**src/rtl/rbe_pkg.sv**
```systemverilog
package rbe_pkg;
  localparam logic [7:0] OP_FILL   = 8'h08;
  localparam logic [7:0] OP_SCROLL = 8'h0B;

  localparam logic [7:0] ROP_NEW = 8'h83;
  localparam logic [7:0] ROP_OLD = 8'h85;
  localparam logic [7:0] ROP_XOR = 8'h86;

  localparam logic [3:0] RA_OP     = 4'd0;
  localparam logic [3:0] RA_SRC_Y  = 4'd1;
  localparam logic [3:0] RA_SRC_X  = 4'd2;
  localparam logic [3:0] RA_DST_Y  = 4'd3;
  localparam logic [3:0] RA_DST_X  = 4'd4;
  localparam logic [3:0] RA_HEIGHT = 4'd5;
  localparam logic [3:0] RA_WIDTH  = 4'd6;
  localparam logic [3:0] RA_FG     = 4'd7;
  localparam logic [3:0] RA_ROP    = 4'd8;
  localparam logic [3:0] RA_PMASK  = 4'd9;

  typedef enum logic [1:0] {
    ST_IDLE,
    ST_RD_SRC,
    ST_RD_DST,
    ST_WRITE
  } eng_state_e;
endpackage

```
**src/rtl/rbe_pixel_alu.sv**
```systemverilog
module rbe_pixel_alu
  import rbe_pkg::*;
#(
  parameter int DATA_W = 32
) (
  input  logic [DATA_W-1:0] new_i,
  input  logic [DATA_W-1:0] old_i,
  input  logic [7:0]        rop_i,
  input  logic [DATA_W-1:0] pmask_i,
  output logic [DATA_W-1:0] pix_o
);
  logic [DATA_W-1:0] rop_res;

  always_comb begin
    unique case (rop_i)
      ROP_OLD: rop_res = old_i;
      ROP_XOR: rop_res = new_i ^ old_i;
      default: rop_res = new_i;
    endcase
    pix_o = (rop_res & pmask_i) | (old_i & ~pmask_i);
  end
endmodule

```
**src/rtl/rbe_walker.sv**
```systemverilog
module rbe_walker #(
  parameter int X_W = 11,
  parameter int Y_W = 11,
  localparam int ADDR_W = X_W + Y_W
) (
  input  logic              clk_i,
  input  logic              rst_ni,
  input  logic              start_i,
  input  logic              step_i,
  input  logic              copy_i,
  input  logic [Y_W-1:0]    by_i,
  input  logic [X_W-1:0]    bx_i,
  input  logic [Y_W-1:0]    dy_i,
  input  logic [X_W-1:0]    dx_i,
  input  logic [Y_W-1:0]    h_i,
  input  logic [X_W-1:0]    w_i,
  output logic [ADDR_W-1:0] src_addr_o,
  output logic [ADDR_W-1:0] dst_addr_o,
  output logic              last_o
);
  logic [Y_W-1:0] row_q, rows_done_q;
  logic [X_W-1:0] col_q;
  logic           rev_q;
  logic           rev_d;
  logic           row_end;
  logic [Y_W-1:0] src_y, dst_y;
  logic [X_W-1:0] src_x, dst_x;

  // bottom-up walk keeps a downward overlapping copy from reading rows it already wrote
  assign rev_d   = copy_i && (dy_i > by_i);
  assign row_end = (col_q == w_i - X_W'(1));
  assign last_o  = row_end && (rows_done_q == h_i - Y_W'(1));

  always_ff @(posedge clk_i or negedge rst_ni) begin
    if (!rst_ni) begin
      row_q       <= '0;
      rows_done_q <= '0;
      col_q       <= '0;
      rev_q       <= 1'b0;
    end else if (start_i) begin
      rev_q       <= rev_d;
      row_q       <= rev_d ? h_i - Y_W'(1) : '0;
      rows_done_q <= '0;
      col_q       <= '0;
    end else if (step_i) begin
      if (row_end) begin
        col_q       <= '0;
        rows_done_q <= rows_done_q + Y_W'(1);
        row_q       <= rev_q ? row_q - Y_W'(1) : row_q + Y_W'(1);
      end else begin
        col_q <= col_q + X_W'(1);
      end
    end
  end

  assign src_y      = by_i + row_q;
  assign src_x      = bx_i + col_q;
  assign dst_y      = dy_i + row_q;
  assign dst_x      = dx_i + col_q;
  assign src_addr_o = {src_y, src_x};
  assign dst_addr_o = {dst_y, dst_x};
endmodule

```
**src/rtl/rbe_regs.sv**
```systemverilog
module rbe_regs
  import rbe_pkg::*;
#(
  parameter int X_W    = 11,
  parameter int Y_W    = 11,
  parameter int DATA_W = 32
) (
  input  logic              clk_i,
  input  logic              rst_ni,
  input  logic              we_i,
  input  logic [3:0]        addr_i,
  input  logic [DATA_W-1:0] wdata_i,
  input  logic              busy_i,
  output logic              launch_o,
  output logic              copy_o,
  output logic [Y_W-1:0]    by_o,
  output logic [X_W-1:0]    bx_o,
  output logic [Y_W-1:0]    dy_o,
  output logic [X_W-1:0]    dx_o,
  output logic [Y_W-1:0]    h_o,
  output logic [X_W-1:0]    w_o,
  output logic [DATA_W-1:0] fg_o,
  output logic [7:0]        rop_o,
  output logic [DATA_W-1:0] pmask_o
);
  logic [7:0] op_q;
  logic       wr_ok;
  logic       op_ok;

  assign wr_ok    = we_i && !busy_i;
  assign op_ok    = (op_q == OP_FILL) || (op_q == OP_SCROLL);
  assign copy_o   = (op_q == OP_SCROLL);
  assign launch_o = wr_ok && (addr_i == RA_WIDTH) && op_ok &&
                    (h_o != '0) && (wdata_i[X_W-1:0] != '0);

  always_ff @(posedge clk_i or negedge rst_ni) begin
    if (!rst_ni) begin
      op_q    <= '0;
      by_o    <= '0;
      bx_o    <= '0;
      dy_o    <= '0;
      dx_o    <= '0;
      h_o     <= '0;
      w_o     <= '0;
      fg_o    <= '0;
      rop_o   <= ROP_NEW;
      pmask_o <= '1;
    end else if (wr_ok) begin
      unique case (addr_i)
        RA_OP:     op_q    <= wdata_i[7:0];
        RA_SRC_Y:  by_o    <= wdata_i[Y_W-1:0];
        RA_SRC_X:  bx_o    <= wdata_i[X_W-1:0];
        RA_DST_Y:  dy_o    <= wdata_i[Y_W-1:0];
        RA_DST_X:  dx_o    <= wdata_i[X_W-1:0];
        RA_HEIGHT: h_o     <= wdata_i[Y_W-1:0];
        RA_WIDTH:  w_o     <= wdata_i[X_W-1:0];
        RA_FG:     fg_o    <= wdata_i;
        RA_ROP:    rop_o   <= wdata_i[7:0];
        RA_PMASK:  pmask_o <= wdata_i;
        default: ;
      endcase
    end
  end
endmodule

```
**src/rtl/rbe_box_engine.sv**
```systemverilog
module rbe_box_engine
  import rbe_pkg::*;
#(
  parameter int X_W    = 11,
  parameter int Y_W    = 11,
  parameter int DATA_W = 32,
  localparam int ADDR_W = X_W + Y_W
) (
  input  logic              clk_i,
  input  logic              rst_ni,
  input  logic              reg_we_i,
  input  logic [3:0]        reg_addr_i,
  input  logic [DATA_W-1:0] reg_wdata_i,
  output logic              busy_o,
  output logic              mem_req_o,
  output logic              mem_we_o,
  output logic [ADDR_W-1:0] mem_addr_o,
  output logic [DATA_W-1:0] mem_wdata_o,
  input  logic [DATA_W-1:0] mem_rdata_i
);
  eng_state_e state_q, state_d;

  logic              launch, copy_mode, last_pix, step;
  logic [Y_W-1:0]    by_w, dy_w, h_w;
  logic [X_W-1:0]    bx_w, dx_w, w_w;
  logic [DATA_W-1:0] fg_w, pmask_w, src_q, new_pix;
  logic [7:0]        rop_w;
  logic [ADDR_W-1:0] src_addr, dst_addr;

  rbe_regs #(.X_W(X_W), .Y_W(Y_W), .DATA_W(DATA_W)) u_regs (
    .clk_i   (clk_i),
    .rst_ni  (rst_ni),
    .we_i    (reg_we_i),
    .addr_i  (reg_addr_i),
    .wdata_i (reg_wdata_i),
    .busy_i  (busy_o),
    .launch_o(launch),
    .copy_o  (copy_mode),
    .by_o    (by_w),
    .bx_o    (bx_w),
    .dy_o    (dy_w),
    .dx_o    (dx_w),
    .h_o     (h_w),
    .w_o     (w_w),
    .fg_o    (fg_w),
    .rop_o   (rop_w),
    .pmask_o (pmask_w)
  );

  rbe_walker #(.X_W(X_W), .Y_W(Y_W)) u_walk (
    .clk_i     (clk_i),
    .rst_ni    (rst_ni),
    .start_i   (launch),
    .step_i    (step),
    .copy_i    (copy_mode),
    .by_i      (by_w),
    .bx_i      (bx_w),
    .dy_i      (dy_w),
    .dx_i      (dx_w),
    .h_i       (h_w),
    .w_i       (w_w),
    .src_addr_o(src_addr),
    .dst_addr_o(dst_addr),
    .last_o    (last_pix)
  );

  rbe_pixel_alu #(.DATA_W(DATA_W)) u_alu (
    .new_i  (new_pix),
    .old_i  (mem_rdata_i),
    .rop_i  (rop_w),
    .pmask_i(pmask_w),
    .pix_o  (mem_wdata_o)
  );

  assign step    = (state_q == ST_WRITE);
  assign new_pix = copy_mode ? src_q : fg_w;

  always_comb begin
    state_d = state_q;
    unique case (state_q)
      ST_IDLE:   if (launch) state_d = copy_mode ? ST_RD_SRC : ST_RD_DST;
      ST_RD_SRC: state_d = ST_RD_DST;
      ST_RD_DST: state_d = ST_WRITE;
      ST_WRITE:  state_d = last_pix ? ST_IDLE : (copy_mode ? ST_RD_SRC : ST_RD_DST);
      default:   state_d = ST_IDLE;
    endcase
  end

  always_ff @(posedge clk_i or negedge rst_ni) begin
    if (!rst_ni) begin
      state_q <= ST_IDLE;
      src_q   <= '0;
    end else begin
      state_q <= state_d;
      // source pixel lands on mem_rdata_i while the destination read is issued
      if (state_q == ST_RD_DST) src_q <= mem_rdata_i;
    end
  end

  assign busy_o     = (state_q != ST_IDLE);
  assign mem_req_o  = busy_o;
  assign mem_we_o   = (state_q == ST_WRITE);
  assign mem_addr_o = (state_q == ST_RD_SRC) ? src_addr : dst_addr;
endmodule

```
**config.mk**
```make
export PLATFORM = sky130hd
export DESIGN_NAME = rbe_box_engine
export DESIGN_NICKNAME = d
export VERILOG_FILES = /design/src/rtl/rbe_pkg.sv /design/src/rtl/rbe_pixel_alu.sv /design/src/rtl/rbe_walker.sv /design/src/rtl/rbe_regs.sv /design/src/rtl/rbe_box_engine.sv
export SDC_FILE = /design/constraint.sdc
export NUM_CORES = 1
export LEC_CHECK = 0
export BUFFER_PORTS_ARGS = -buffer_cell sky130_fd_sc_hd__buf_2
export CORE_AREA = 3 3 186 188
export CTS_BUF_LIST = sky130_fd_sc_hd__clkbuf_4
export CTS_CLUSTER_SIZE = 10
export DETAILED_ROUTE_END_ITERATION = 10
export DIE_AREA = 0 0 189 191
export PLACE_DENSITY = 0.65
export SYNTH_ARGS = -nofsm -noshare
export SYNTH_HDL_FRONTEND = slang
export SYNTH_SLANG_ARGS = --single-unit
```
**constraint.sdc**
```tcl
create_clock -name clk_i -period 3.4 [get_ports clk_i]
set_input_delay 0 -clock clk_i [delete_from_list [all_inputs] [get_ports clk_i]]
set_output_delay 0 -clock clk_i [all_outputs]
set_load 0.03 [all_outputs]
```
==> summary.txt <==
Global route
  • GR Overflow Total: 0
  • GRT Total Usage: 0.187
  • Initial antenna violation count: 1
  • Pin count of the biggest net entering global routing: 64
  • Vias in the first global route: 10,700
  • First-pass GRT wire length: 55,200 um

Clocking
  • Longest Clk Path Bufs: 3
  • CTS tree: yes
  • Clk sinks: 214
  • Root Driver: clkbuf_4
  • CTS buffer count: 59
  • CTS clk-pin slew, worst paths: approximately 60 ps
  • CTS H-Tree Depth: 2
  • Clk Latency, worst-skew pair: 700 ps

Status
  • Failing checks: setup timing
  • Status: finished with violations

Yosys
  • Synth Register Bits: 214
  • Syn_nets: 1,320
  • Post-Synth Simple-Gate Area: 0.132
  • Synth Area in Adders: 0.0486
  • Distinct cell type count after synthesis: 77
  • Post-synthesis mux area share: 0.192
  • Compound-Gate Fraction of Synth Area: 0.129
  • Syn_area_per_cell: ~10 um2
  • Mapped Cells: 1,202
  • Sequential share of the synthesized area: 0.430
  • Main synth FF type: dfrtp_1
  • Largest family of logic cells by synthesized area: multiplexers
  • Mapped Area: 12,600 um2
  • EDFF count, synth: 0
  • Synth Area in XOR/XNOR: 0.0412
  • Post-synth ARST share: 1.00
  • Synthesis Warnings: 0

STA
  • Endpoints failing hold: 0
  • Period utilization: 1.03
  • Setup violators final: 2
  • Tmin final: around 3500 ps
  • Setup tns final: -168 ps
  • FMAX: approximately 0.29 GHz
  • Final Skew: 24.1 ps
  • Fin Hold WS: 79.9 ps
  • Measured slew at the worst slew-check pin: 787 ps
  • Max_slew headroom: 0.474
  • RSZ-0062 raised after global routing: yes
  • Max Slew Vio Count: 0
  • Final worst slack: -95.1 ps

Min path
  • HP Class: primary input to flip-flop

Critical path
  • Crit path max fanout: 4
  • Critical Path Most Common Cell: a21oi_2
  • Critical path capture point type: output pin
  • Critical path required time: 3400 ps
  • Worst-path cell chain: nand2b_4 > mux2_4 > ha_4 > fa_2 > a21o_1 > a21oi_2 > o21bai_1 > a21oi_2 > o21ai_2 > or4_4 > nand3_4 > buf_6
  • Critical path arrival: 3500 ps
  • Critical-path top delay cell: or4_4
  • Crit Path Category: flip-flop to output pin
  • Worst Setup Start Kind: flip-flop
  • Slowest stage delay, CP: 440 ps

Final layout
  • Area Growth Syn to Fin: 25.2%
  • Layout cell share with drive strength beyond 1: 0.342
  • Largest registers: src_q: 32 flops, u_regs.fg_o: 32 flops, u_regs.pmask_o: 32 flops
  • Filler instances: just over 3,000
  • Nets: 1,572
  • Post-route non-filler standard cell count: a little under 2,000

Floorplan
  • Die Y: ~190 um
  • Die area: 36,100 um2
  • Die W: 189 um
  • Core Area: 33,300 um2
  • IO Pins: approximately 130
  • Initial core utilization: 0.377
  • Row cnt: 67

Drt
  • DR vias/cell: 5.32
  • DRC errors left: 0
  • Post-DRT Antenna Nets: 0
  • DR iter-0 viols: 501
  • TritonRoute pass-1 iters: 5
  • Vias: 10,400
  • DR WL/cell: 17.3 um
  • Drt total wl: 33,800 um

Power and ir drop
  • VDD IR max: 0.474 mV
  • PD cells: 687 nW/um2
  • Leak: 7.19 nW

Flow run
  • Max-cap violations: 0

Placement
  • PortBufs: 127
  • Post-Place Setup Slack: around 73 ps
  • DP Wirelength: 22,800 um
  • Placed cells: 1,744
  • Placer Congestion: 0.873
[cell families after synthesis]
family / after synthesis
flip-flops: 214
AND/OR/NAND/NOR: 308
adder cells (fa/ha/maj): 47
buffers and inverters: 87
XOR/XNOR: 59
AO/OA/AOI/OAI: 269
multiplexers: 218
[layer usage]
| metal | vias up | share of wire | GRT usage |
|---|---|---|---|
| met3 | 79 | 0.062 | 0.0436 |
| met1 | 5128 | 0.43 | 0.232 |
| li1 | 4918 | - | - |
| met2 | 273 | 0.48 | 0.319 |
| met4 | 0 | 0.030 | 0.0716 |
| met5 | - | 0 | 0 |
[cell type report]
| cell class | count | area [um2] | share of cell area |
|---|---|---|---|
| antenna | 2 | 5.00 | 0.000319 |
| clock buffer | 88 | 661 | 0.0420 |
| clock inverter | 23 | 105 | 0.00669 |
| inverter | 34 | 128 | 0.00812 |
| multi-input combinational | 901 | 7020 | 0.447 |
| sequential | 214 | 5400 | 0.344 |
| tap | 448 | 561 | 0.0357 |
| timing repair buffer | 244 | 1840 | 0.117 |
[final timing paths]
path / start / end / slack, ps / cells past startpoint
min in group asynchronous: rst_ni / u_regs.pmask_o[2]$_DFFE_PN1P_ / 590 / 3
worst min-delay path: reg_wdata_i[27] / u_regs.fg_o[27]$_DFFE_PN0P_ / 80 / 3
worst max-delay path: state_q[1]$_DFFE_PN0P_ / mem_addr_o[21] / -100 / 12
max in group asynchronous: rst_ni / u_regs.pmask_o[30]$_DFFE_PN1P_ / 2330 / 4
worst max register to register: state_q[1]$_DFFE_PN0P_ / u_regs.by_o[9]$_DFFE_PN0P_ / 80 / 10
worst min register to register: u_regs.fg_o[24]$_DFFE_PN0P_ / u_regs.fg_o[24]$_DFFE_PN0P_ / 490 / 1
[what timing repair did]
action                                  CTS  global route
endpoints found under the setup margin   31            40
hold buffers                             80             0
buffers inserted                         13             8
gates resized for setup                  35            18
hold endpoints to repair                374             0
pin swaps                                13            13
[Yosys cell counts, types with 3 or more instances]
| library cell | count | area (um2) |
|---|---|---|
| ha_1 | 44 | 551 |
| or4_1 | 8 | 60.1 |
| nand4_1 | 16 | 100 |
| nor2b_1 | 38 | 238 |
| mux2_2 | 168 | 1890 |
| clkbuf_1 | 40 | 150 |
| o21bai_1 | 6 | 45.0 |
| and4_1 | 3 | 26.3 |
| inv_1 | 33 | 124 |
| o211ai_1 | 8 | 60.1 |
| or3_1 | 14 | 87.6 |
| xor2_1 | 28 | 245 |
| a21o_1 | 10 | 75.1 |
| xnor2_1 | 31 | 272 |
| a2111oi_0 | 3 | 26.3 |
| dfstp_2 | 35 | 920 |
| and3_1 | 5 | 31.3 |
| o31a_1 | 3 | 26.3 |
| nand2b_1 | 8 | 50.1 |
| fa_1 | 3 | 60.1 |
| dfrtp_1 | 179 | 4480 |
| o21a_1 | 7 | 52.6 |
| o22ai_1 | 8 | 50.1 |
| nand2_1 | 80 | 300 |
| nor3_2 | 3 | 30.0 |
| a21oi_1 | 69 | 345 |
| buf_1 | 11 | 41.3 |
| nand3_1 | 17 | 85.1 |
| nor3_1 | 12 | 60.1 |
| nand3b_1 | 3 | 22.5 |
| a211oi_1 | 5 | 37.5 |
| nor4_1 | 5 | 31.3 |
| nor3b_1 | 5 | 37.5 |
| mux2i_1 | 38 | 380 |
| o21ai_0 | 111 | 556 |
| a31oi_1 | 4 | 25.0 |
| o21ai_1 | 4 | 20.0 |
| o31ai_1 | 5 | 37.5 |
| mux2_1 | 12 | 135 |
| nor2_1 | 71 | 267 |
[stage by stage]
stage	power, W	cell area (um2)	util
floorplan	0.00693	12600	-
global placement	0.00797	13800	0.414
detailed placement	0.00810	13800	0.414
CTS	0.0108	15600	0.468
global route	0.0116	15700	0.472
finish	0.0108	15700	0.472
[cells in the final DEF, fill, tap and decap left out, types with 8 or more instances in the layout]
cell	Yosys	layout
a21o_1	10	10
a21oi_1	69	62
buf_2	0	119
buf_4	1	33
clkbuf_4	0	88
clkinv_1	1	17
dfrtp_1	179	179
dfstp_2	35	35
dlygate4sd3_1	0	79
ha_1	44	40
inv_1	33	33
mux2_1	12	12
mux2_2	168	165
mux2i_1	38	38
nand2_1	80	80
nand3_1	17	13
nand4_1	16	16
nor2_1	71	71
nor2b_1	38	37
nor3_1	12	11
o211ai_1	8	8
o21ai_0	111	106
o22ai_1	8	8
or3_1	14	14
xnor2_1	31	29
xor2_1	28	28
[worst max-delay path, delay by kind of cell (launching register included)]
| kind | cells | cell delay, ps |
|---|---|---|
| compound gates | 5 | 770 |
| simple gates | 3 | 690 |
| fa+ha+maj | 2 | 520 |
| flops | 1 | 380 |
| mux | 1 | 320 |
| buf+inv | 1 | 130 |
[power by group]
| part | total, W | internal, W | switching, W |
|---|---|---|---|
| Sequential | 0.00385 | 0.00327 | 0.000577 |
| Combinational | 0.00463 | 0.00205 | 0.00258 |
| Clock | 0.00232 | 0.00119 | 0.00113 |
| Total | 0.0108 | 0.00651 | 0.00429 |
Note: power is estimated with default switching activity, not from simulation.
